--- src/rtl/crossing_pkg.sv ---
package crossing_pkg;

  typedef enum logic [1:0] {
    PH_HWY_GO    = 2'd0,
    PH_HWY_WARN  = 2'd1,
    PH_FARM_GO   = 2'd2,
    PH_FARM_WARN = 2'd3
  } phase_t;

  localparam logic [2:0] LAMP_GREEN  = 3'b001;
  localparam logic [2:0] LAMP_YELLOW = 3'b010;
  localparam logic [2:0] LAMP_RED    = 3'b100;

endpackage

--- src/rtl/crossing_interval_timer.sv ---
module crossing_interval_timer #(
  parameter int SHORT_CYCLES = 4,
  parameter int LONG_CYCLES  = 16
) (
  input  logic clk,
  input  logic rst,
  input  logic restart,
  output logic short_done,
  output logic long_done
);
  localparam int CNT_W = $clog2(LONG_CYCLES + 1);
  localparam logic [CNT_W-1:0] SHORT_LAST = CNT_W'(SHORT_CYCLES - 1);
  localparam logic [CNT_W-1:0] LONG_LAST  = CNT_W'(LONG_CYCLES - 1);

  // count = number of cycles already spent in the current phase
  logic [CNT_W-1:0] count_q;

  always_ff @(posedge clk) begin
    if (rst || restart) begin
      count_q <= '0;
    end else if (count_q != LONG_LAST) begin
      count_q <= count_q + 1'b1;
    end
  end

  assign short_done = (count_q >= SHORT_LAST);
  assign long_done  = (count_q == LONG_LAST);

endmodule

--- src/rtl/crossing_phase_fsm.sv ---
module crossing_phase_fsm
  import crossing_pkg::*;
(
  input  logic   clk,
  input  logic   rst,
  input  logic   car_waiting,
  input  logic   short_done,
  input  logic   long_done,
  output phase_t phase_nxt,
  output logic   advance
);
  phase_t phase_q;

  always_comb begin
    phase_nxt = phase_q;
    advance   = 1'b0;
    unique case (phase_q)
      PH_HWY_GO: begin
        if (car_waiting && long_done) begin
          phase_nxt = PH_HWY_WARN;
          advance   = 1'b1;
        end
      end
      PH_HWY_WARN: begin
        if (short_done) begin
          phase_nxt = PH_FARM_GO;
          advance   = 1'b1;
        end
      end
      PH_FARM_GO: begin
        if (!car_waiting || long_done) begin
          phase_nxt = PH_FARM_WARN;
          advance   = 1'b1;
        end
      end
      PH_FARM_WARN: begin
        if (short_done) begin
          phase_nxt = PH_HWY_GO;
          advance   = 1'b1;
        end
      end
      default: begin
        phase_nxt = PH_HWY_GO;
        advance   = 1'b1;
      end
    endcase
  end

  always_ff @(posedge clk) begin
    if (rst) phase_q <= PH_HWY_GO;
    else     phase_q <= phase_nxt;
  end

endmodule

--- src/rtl/crossing_lamp_decode.sv ---
module crossing_lamp_decode
  import crossing_pkg::*;
(
  input  phase_t     phase,
  output logic [2:0] hwy,
  output logic [2:0] farm
);
  always_comb begin
    unique case (phase)
      PH_HWY_GO:    begin hwy = LAMP_GREEN;  farm = LAMP_RED;    end
      PH_HWY_WARN:  begin hwy = LAMP_YELLOW; farm = LAMP_RED;    end
      PH_FARM_GO:   begin hwy = LAMP_RED;    farm = LAMP_GREEN;  end
      PH_FARM_WARN: begin hwy = LAMP_RED;    farm = LAMP_YELLOW; end
      default:      begin hwy = LAMP_RED;    farm = LAMP_RED;    end
    endcase
  end
endmodule

--- src/rtl/crossing_signal_ctrl.sv ---
module crossing_signal_ctrl
  import crossing_pkg::*;
#(
  parameter int SHORT_CYCLES = 4,
  parameter int LONG_CYCLES  = 16
) (
  input  logic       clk,
  input  logic       rst,
  input  logic       car_waiting,
  output logic [2:0] hwy_lamp,
  output logic [2:0] farm_lamp,
  output logic       timer_start
);
  logic       short_done;
  logic       long_done;
  logic       advance;
  phase_t     phase_nxt;
  logic [2:0] hwy_nxt;
  logic [2:0] farm_nxt;

  crossing_interval_timer #(
    .SHORT_CYCLES(SHORT_CYCLES),
    .LONG_CYCLES (LONG_CYCLES)
  ) timer_i (
    .clk       (clk),
    .rst       (rst),
    .restart   (advance),
    .short_done(short_done),
    .long_done (long_done)
  );

  crossing_phase_fsm fsm_i (
    .clk        (clk),
    .rst        (rst),
    .car_waiting(car_waiting),
    .short_done (short_done),
    .long_done  (long_done),
    .phase_nxt  (phase_nxt),
    .advance    (advance)
  );

  crossing_lamp_decode dec_i (
    .phase(phase_nxt),
    .hwy  (hwy_nxt),
    .farm (farm_nxt)
  );

  // lamps decoded from the next phase so the registered outputs line up with the state
  always_ff @(posedge clk) begin
    if (rst) begin
      hwy_lamp    <= LAMP_GREEN;
      farm_lamp   <= LAMP_RED;
      timer_start <= 1'b0;
    end else begin
      hwy_lamp    <= hwy_nxt;
      farm_lamp   <= farm_nxt;
      timer_start <= advance;
    end
  end

endmodule

--- config.mk ---
export PLATFORM = sky130hd
export DESIGN_NAME = crossing_signal_ctrl
export DESIGN_NICKNAME = d
export VERILOG_FILES = /design/src/rtl/crossing_pkg.sv /design/src/rtl/crossing_interval_timer.sv /design/src/rtl/crossing_phase_fsm.sv /design/src/rtl/crossing_lamp_decode.sv /design/src/rtl/crossing_signal_ctrl.sv
export SDC_FILE = /design/constraint.sdc
export NUM_CORES = 1
export LEC_CHECK = 0
export ABC_CLOCK_PERIOD_IN_PS = 3200
export BUFFER_PORTS_ARGS = -buffer_cell sky130_fd_sc_hd__buf_2
export CORE_AREA = 2 2 39 41
export CTS_CLUSTER_DIAMETER = 80
export DETAILED_ROUTE_END_ITERATION = 8
export DIE_AREA = 0 0 41 43
export SLEW_MARGIN = 20
export SYNTH_ARGS = -nofsm -noshare
export SYNTH_HDL_FRONTEND = slang
export SYNTH_HIERARCHICAL = 1
export SYNTH_SLANG_ARGS = --single-unit
export TNS_END_PERCENT = 10
--- constraint.sdc ---
create_clock -name clk -period 3.2 [get_ports clk]
set_input_delay 0.16 -clock clk [delete_from_list [all_inputs] [get_ports clk]]
set_output_delay 0.16 -clock clk [all_outputs]
set_load 0.01 [all_outputs]
==> metrics.txt, run 1 <==
post-synthesis adder-cell area fraction 4.42%; Fmax about 530 MHz; CTS tree done; setup TNS 0 ns; Seq/Total Area, Yosys 49.4%; # clock sinks 14; #FFs+latches synth 14; Netlist Area Pre-Place about 570 sq um; Worst Skew 0.00127 ns; Period minus WS final between 1.5 and 2 ns; DR vias/cell approximately 4.4; clock root cell clkbuf_4; final setup violation count 0; CTS Hold Buffers Added 0; Mapped Nets 64; Critical Path RT ~3.4 ns; Critical Path AT around 2.1 ns; H-tree levels 1; class of the worst hold path input port to flip-flop; RSZ-0062 raised after global routing false; drt first pass iters 3; initial antenna violation count 0; Final Power 0.320 mW; CP Max Fanout 7; DRT antenna net count 0; die area roughly 0.0018 sq mm; Post-Synth XOR/XNOR Area under 10%; clock latency on the worst-skew pair between 0.2 and 0.3 ns; post-synthesis mux area share under 10%; # rows 14; Final Cycle Share 59.4%; # diodes 0; routed via count roughly 380; Die Y 43 um; Placed Instances 83; core area approximately 0.0014 sq mm; Ys Warns 6; PD cells 481 mW/mm^2; share of layout cells above drive strength 1 roughly a fifth; cell count after synthesis around 60; max-capacitance violation count 0; fill cell count approximately 130; # port buffers 9; routability congestion estimate approximately 0.66; asr flop ratio synth 0%; Total GRT Usage around an eighth; Least-Margin Pin Slew 0.248 ns; design area ~660 sq um; Reg clk slew, reported paths 0.08 ns; largest net degree at the start of global routing 11; DP Wirelength 597 um; Main synth FF type dfxtp_1; number of remaining DRC errors 0; largest family of logic cells by synthesized area simple AND/OR/NAND/NOR gates; Top Ports 10; placed instance area 628 sq um; critical path class flip-flop to flip-flop; # Post-CTS Setup Buffers 0; Rel. slew slack ~83%; run status finished clean; Final Max Slew Viols 0; final hold violation count 0; Worst Setup Start Kind flip-flop; final WL around 820 um; CTS buffer count 3; Worst VDD drop a little over 300 uV; drt initial violations 7; Critical Path End Type flip-flop; Compound-Gate Fraction of Synth Area ~7.3%; Synth Area in Simple Gates between 20% and 30%; area delta synth->final 17.2%; leakage power 0.313 nW; Finished Layout Cells slightly below 90; vias in the first global route about 360; Area contributors post-synth dfxtp_1, nor2b_1, mux2i_1; gr ovfl total 0; Synth top area share between 40% and 50%; maximum clock insertion buffer count 2; first-pass GRT wire length roughly 1.4 mm; Yosys cell types 21; post-CTS sizing 0; Starting Density roughly two fifths; Yosys top cell by area dfxtp_1; Die W between 40 and 50 um; number of flops mapped to enable cells by yosys 0; fin nets slightly below 80; WL per Instance about 9.4 um; syn avg cell area slightly below 10 sq um
-- report_power, final --
group	total, mW	internal (mW)	switching, mW	leakage (nW)
clock network	0.122	0.0691	0.0532	0.0210
logic	0.0165	0.00692	0.00953	0.178
registers	0.181	0.178	0.00353	0.113
-- layout by cell type (no fill, tap or decap), drive strengths merged --
cell type and instances:
nand2 3, dfxtp 14, nor2 7, and2 1, clkbuf 4, and2b 1, xor2 2, a21bo 1
buf 9, nor2b 8, a21oi 4, nand3b 1, nand4b 1, ha 2, and3 1, or2 3
inv 3, a21o 1, xnor2 1, mux2i 3, nor4 1
-- kinds of logic after synthesis --
logic type / count (synthesis)
AOI/OAI and AO/OA: 6
xor gates and xnor gates: 3
adders and majority gates: 2
buffers and inverters: 4
DFF: 14
muxes: 3
and+or+nand+nor: 27
-- cell usage after synthesis (all sizes together) (2+ instances only) --
library cell	count
dfxtp	14
nor2b	8
nor2	7
a21oi	4
inv	3
mux2i	3
nand2	3
or2	3
ha	2
xor2	2
-- critical path, stage by stage (launching register included) --
cell	delay, ns
dfxtp_1	0.34
ha_1	0.22
and3_1	0.18
ha_1	0.27
mux2i_1	0.26
a21oi_1	0.12
or2_1	0.31
nor2_1	0.13
-- routing by layer --
layer,up-vias,routed length [um],GRT usage (%)
li1,215,-,-
met1,160,420,14.0
met2,5,353,16.3
met3,2,35,3.14
met4,0,9,12.0
met5,-,0,0
-- state kept, by name, indices dropped and copies added, names as in the netlist --
register and cells:
timer_i/count_q 5, hwy_lamp 3, timer_start 1, farm_lamp 3
fsm_i/phase_q 2
-- worst paths after layout --
check | depth (start not counted) | startpoint | slack (ns) | to
worst max register to register | 7 | timer_i/count_q[0] | 1.30 | timer_i/count_q[0]
worst min-delay path | 2 | rst | 0.16 | fsm_i/phase_q[1]
worst min register to register | 2 | timer_i/count_q[4] | 0.54 | timer_i/count_q[4]
worst max-delay path | 7 | timer_i/count_q[0] | 1.30 | timer_i/count_q[0]
-- metrics by stage --
step,setup WS [ns],util [%],hold slack [ns]
6_report,1.30,48.0,0.155
5_1_grt,1.14,48.0,0.163
4_1_cts,1.29,48.0,0.138
3_5_place_dp,1.33,45.4,0.442
3_3_place_gp,1.34,45.4,0.438
2_1_floorplan,1.50,-,0.222
-- layout make-up --
type	instances	area (sq um)	share of cell area [%]
clock buffers	4	36.3	5.46
inverters	3	11.3	1.69
multi-input cells	41	272	40.9
flip-flops and latches	14	280	42.2
well taps	16	20.0	3.01
repair buffers	9	45.0	6.78
No activity file was read; power rests on OpenSTA's default activity.
==> run 2: changes to the inputs <==
--- a/config.mk
+++ b/config.mk
@@ -5,7 +5,7 @@
 export SDC_FILE = /design/constraint.sdc
 export NUM_CORES = 1
 export LEC_CHECK = 0
-export ABC_CLOCK_PERIOD_IN_PS = 3200
+export ABC_CLOCK_PERIOD_IN_PS = 1900
 export BUFFER_PORTS_ARGS = -buffer_cell sky130_fd_sc_hd__buf_2
 export CORE_AREA = 2 2 39 41
 export CTS_CLUSTER_DIAMETER = 80
==> constraint.sdc (replaced) <==
create_clock -name clk -period 1.9 [get_ports clk]
set_input_delay 0.095 -clock clk [delete_from_list [all_inputs] [get_ports clk]]
set_output_delay 0.095 -clock clk [all_outputs]
set_load 0.01 [all_outputs]
==> run 2 against run 1 <==
  * Worst hold slack got worse by 0.064 ns
  * Worst setup slack got worse by 1.2 ns
  * Sequential power increased by 69%
  * Fmax increased by 8.3%
  * Design area increased by 2.1%
  * Combinational power increased by 78%
  * Critical path depth unchanged
  * Register-to-register slack got worse by 1.2 ns
  * Clock skew increased by 0.0043 ns
  * Critical path type unchanged
  * Largest power group unchanged
==> metrics.txt, run 2 (synthesized netlist as in run 1, its figures left out) <==
routability congestion estimate 0.717 (was 0.657); Die Y 43 um (unchanged); Least-Margin Pin Slew 0.264 ns (was 0.248 ns); H-tree levels 1 (unchanged); Rel. slew slack 81.9% (was 83.0%); Worst Skew 0.00554 ns (was 0.00127 ns); Top Registers timer_i/count_q x5, farm_lamp x3, hwy_lamp x3 (unchanged); Total GRT Usage 13.4% (was 12.0%); CP Max Fanout 5 (was 7); Final Power 0.545 mW (was 0.320 mW); Worst Setup Start Kind flip-flop (unchanged); final hold violation count 0 (unchanged); reg2reg setup slack 0.15 ns (was 1.30 ns); crit path launch timer_i/count_q[0] (unchanged); clock root cell clkbuf_4 (unchanged); maximum clock insertion buffer count 2 (unchanged); share of layout cells above drive strength 1 23.6% (was 19.7%); fill cell count 138 (was 132); number of remaining DRC errors 0 (unchanged); Die W 41 um (unchanged); Critical Path End Type flip-flop (unchanged); Biggest register timer_i/count_q (unchanged); die area 0.00176 sq mm (unchanged); DRT antenna net count 0 (unchanged); # diodes 0 (unchanged); Worst R2R End timer_i/count_q[3] (was timer_i/count_q[0]); gr ovfl total 0 (unchanged); vias in the first global route 371 (was 358); most common cell after layout, fill and taps aside dfxtp_1 (unchanged); run status finished clean (unchanged); commonest non-fill, non-tap cells in the layout dfxtp_1, buf_2, nor2b_1 (unchanged); initial antenna violation count 0 (unchanged); R2R Path Start timer_i/count_q[0] (unchanged); Reg clk slew, reported paths 0.09 ns (was 0.08 ns); core area 0.00138 sq mm (unchanged); Final Max Slew Viols 0 (unchanged); drt first pass iters 4 (was 3); Critical Path AT 1.97 ns (was 2.11 ns); routed via count 405 (was 382); Top Ports 10 (unchanged); final WL 932 um (was 819 um); design area 678 sq um (was 664 sq um); DR vias/cell 4.60 (was 4.39); area delta synth->final 19.6% (was 17.2%); clock latency on the worst-skew pair 0.28 ns (was 0.27 ns); drt initial violations 5 (was 7); CTS buffer count 3 (unchanged); Fmax 570 MHz (was 526 MHz); # port buffers 9 (unchanged); Period minus WS final 1.75 ns (was 1.90 ns); Starting Density 41.0% (unchanged); Critical Path RT 2.11 ns (was 3.41 ns); max-capacitance violation count 0 (unchanged); CTS Hold Buffers Added 0 (unchanged); cell depth of the worst flop-to-flop path 7 (unchanged); WL per Instance 10.6 um (was 9.41 um); critical path class flip-flop to flip-flop (unchanged); # rows 14 (unchanged); DP Wirelength 673 um (was 597 um); fin nets 78 (was 77); PD cells 804 mW/mm^2 (was 481 mW/mm^2); final setup violation count 0 (unchanged); CTS tree done (unchanged); # Post-CTS Setup Buffers 0 (unchanged); # clock sinks 14 (unchanged); first-pass GRT wire length 1.59 mm (was 1.39 mm); Final Cycle Share 92.4% (was 59.4%); largest net degree at the start of global routing 11 (unchanged); max reg flops 5 (unchanged); leakage power 0.317 nW (was 0.313 nW); post-CTS sizing 0 (unchanged); placed instance area 636 sq um (was 628 sq um); class of the worst hold path input port to flip-flop (unchanged); Worst VDD drop 458 uV (was 307 uV); setup TNS 0 ns (unchanged); RSZ-0062 raised after global routing true (was false); Critical Path End timer_i/count_q[3] (was timer_i/count_q[0])
## run 2: through the flow
step	std cells	util (%)	worst slack (ns)	hold slack (ns)
after global routing	88	49.0	-0.0214	0.0824
after detailed placement	84	45.9	0.124	0.375
final	88	49.0	0.145	0.0910
after floorplan	59	-	0.197	0.157
after global placement	84	45.9	0.167	0.378
after CTS	88	48.6	0.109	0.0708
## run 2: cell type report
| class | count | area, sq um | area share, % |
|---|---|---|---|
| Sequential cell | 14 | 280 | 41.3 |
| Multi-Input combinational cell | 41 | 278 | 41.0 |
| Timing Repair Buffer | 10 | 52.6 | 7.75 |
| Clock buffer | 4 | 36.3 | 5.35 |
| Tap cell | 16 | 20.0 | 2.95 |
| Inverter | 3 | 11.3 | 1.66 |
## run 2: per-layer routing
layer | wire length (um) | GRT usage, % | share of wire [%] | vias up
li1 | - | - | - | 216
met3 | 35 | 7.85 | 3.8 | 0
met2 | 445 | 19.1 | 48 | 7
met5 | 0 | 0 | 0 | -
met4 | 0 | 2.00 | 0 | 0
met1 | 452 | 17.6 | 48 | 182
## run 2: worst min path at each step
stage                             to  slack [ns]  cells after the start  start
finish              fsm_i/phase_q[1]        0.09                      2    rst
CTS                 fsm_i/phase_q[1]        0.07                      2    rst
detailed placement  fsm_i/phase_q[1]        0.38                      2    rst
floorplan           fsm_i/phase_q[1]        0.16                      1    rst
global placement    fsm_i/phase_q[1]        0.38                      2    rst
global route        fsm_i/phase_q[1]        0.08                      2    rst
## run 2: worst max-delay path: stages (launching register included)
cell,delay (ns)
dfxtp_1,0.35
ha_1,0.22
and3_1,0.19
ha_1,0.21
mux2i_2,0.21
a21oi_1,0.12
or2_4,0.29
nor2_1,0.10
## run 2: power breakdown
group / switching (mW) / leakage, nW / internal, mW
logic: 0.0168 / 0.182 / 0.0126
clock network: 0.0937 / 0.0210 / 0.116
registers: 0.00646 / 0.113 / 0.299
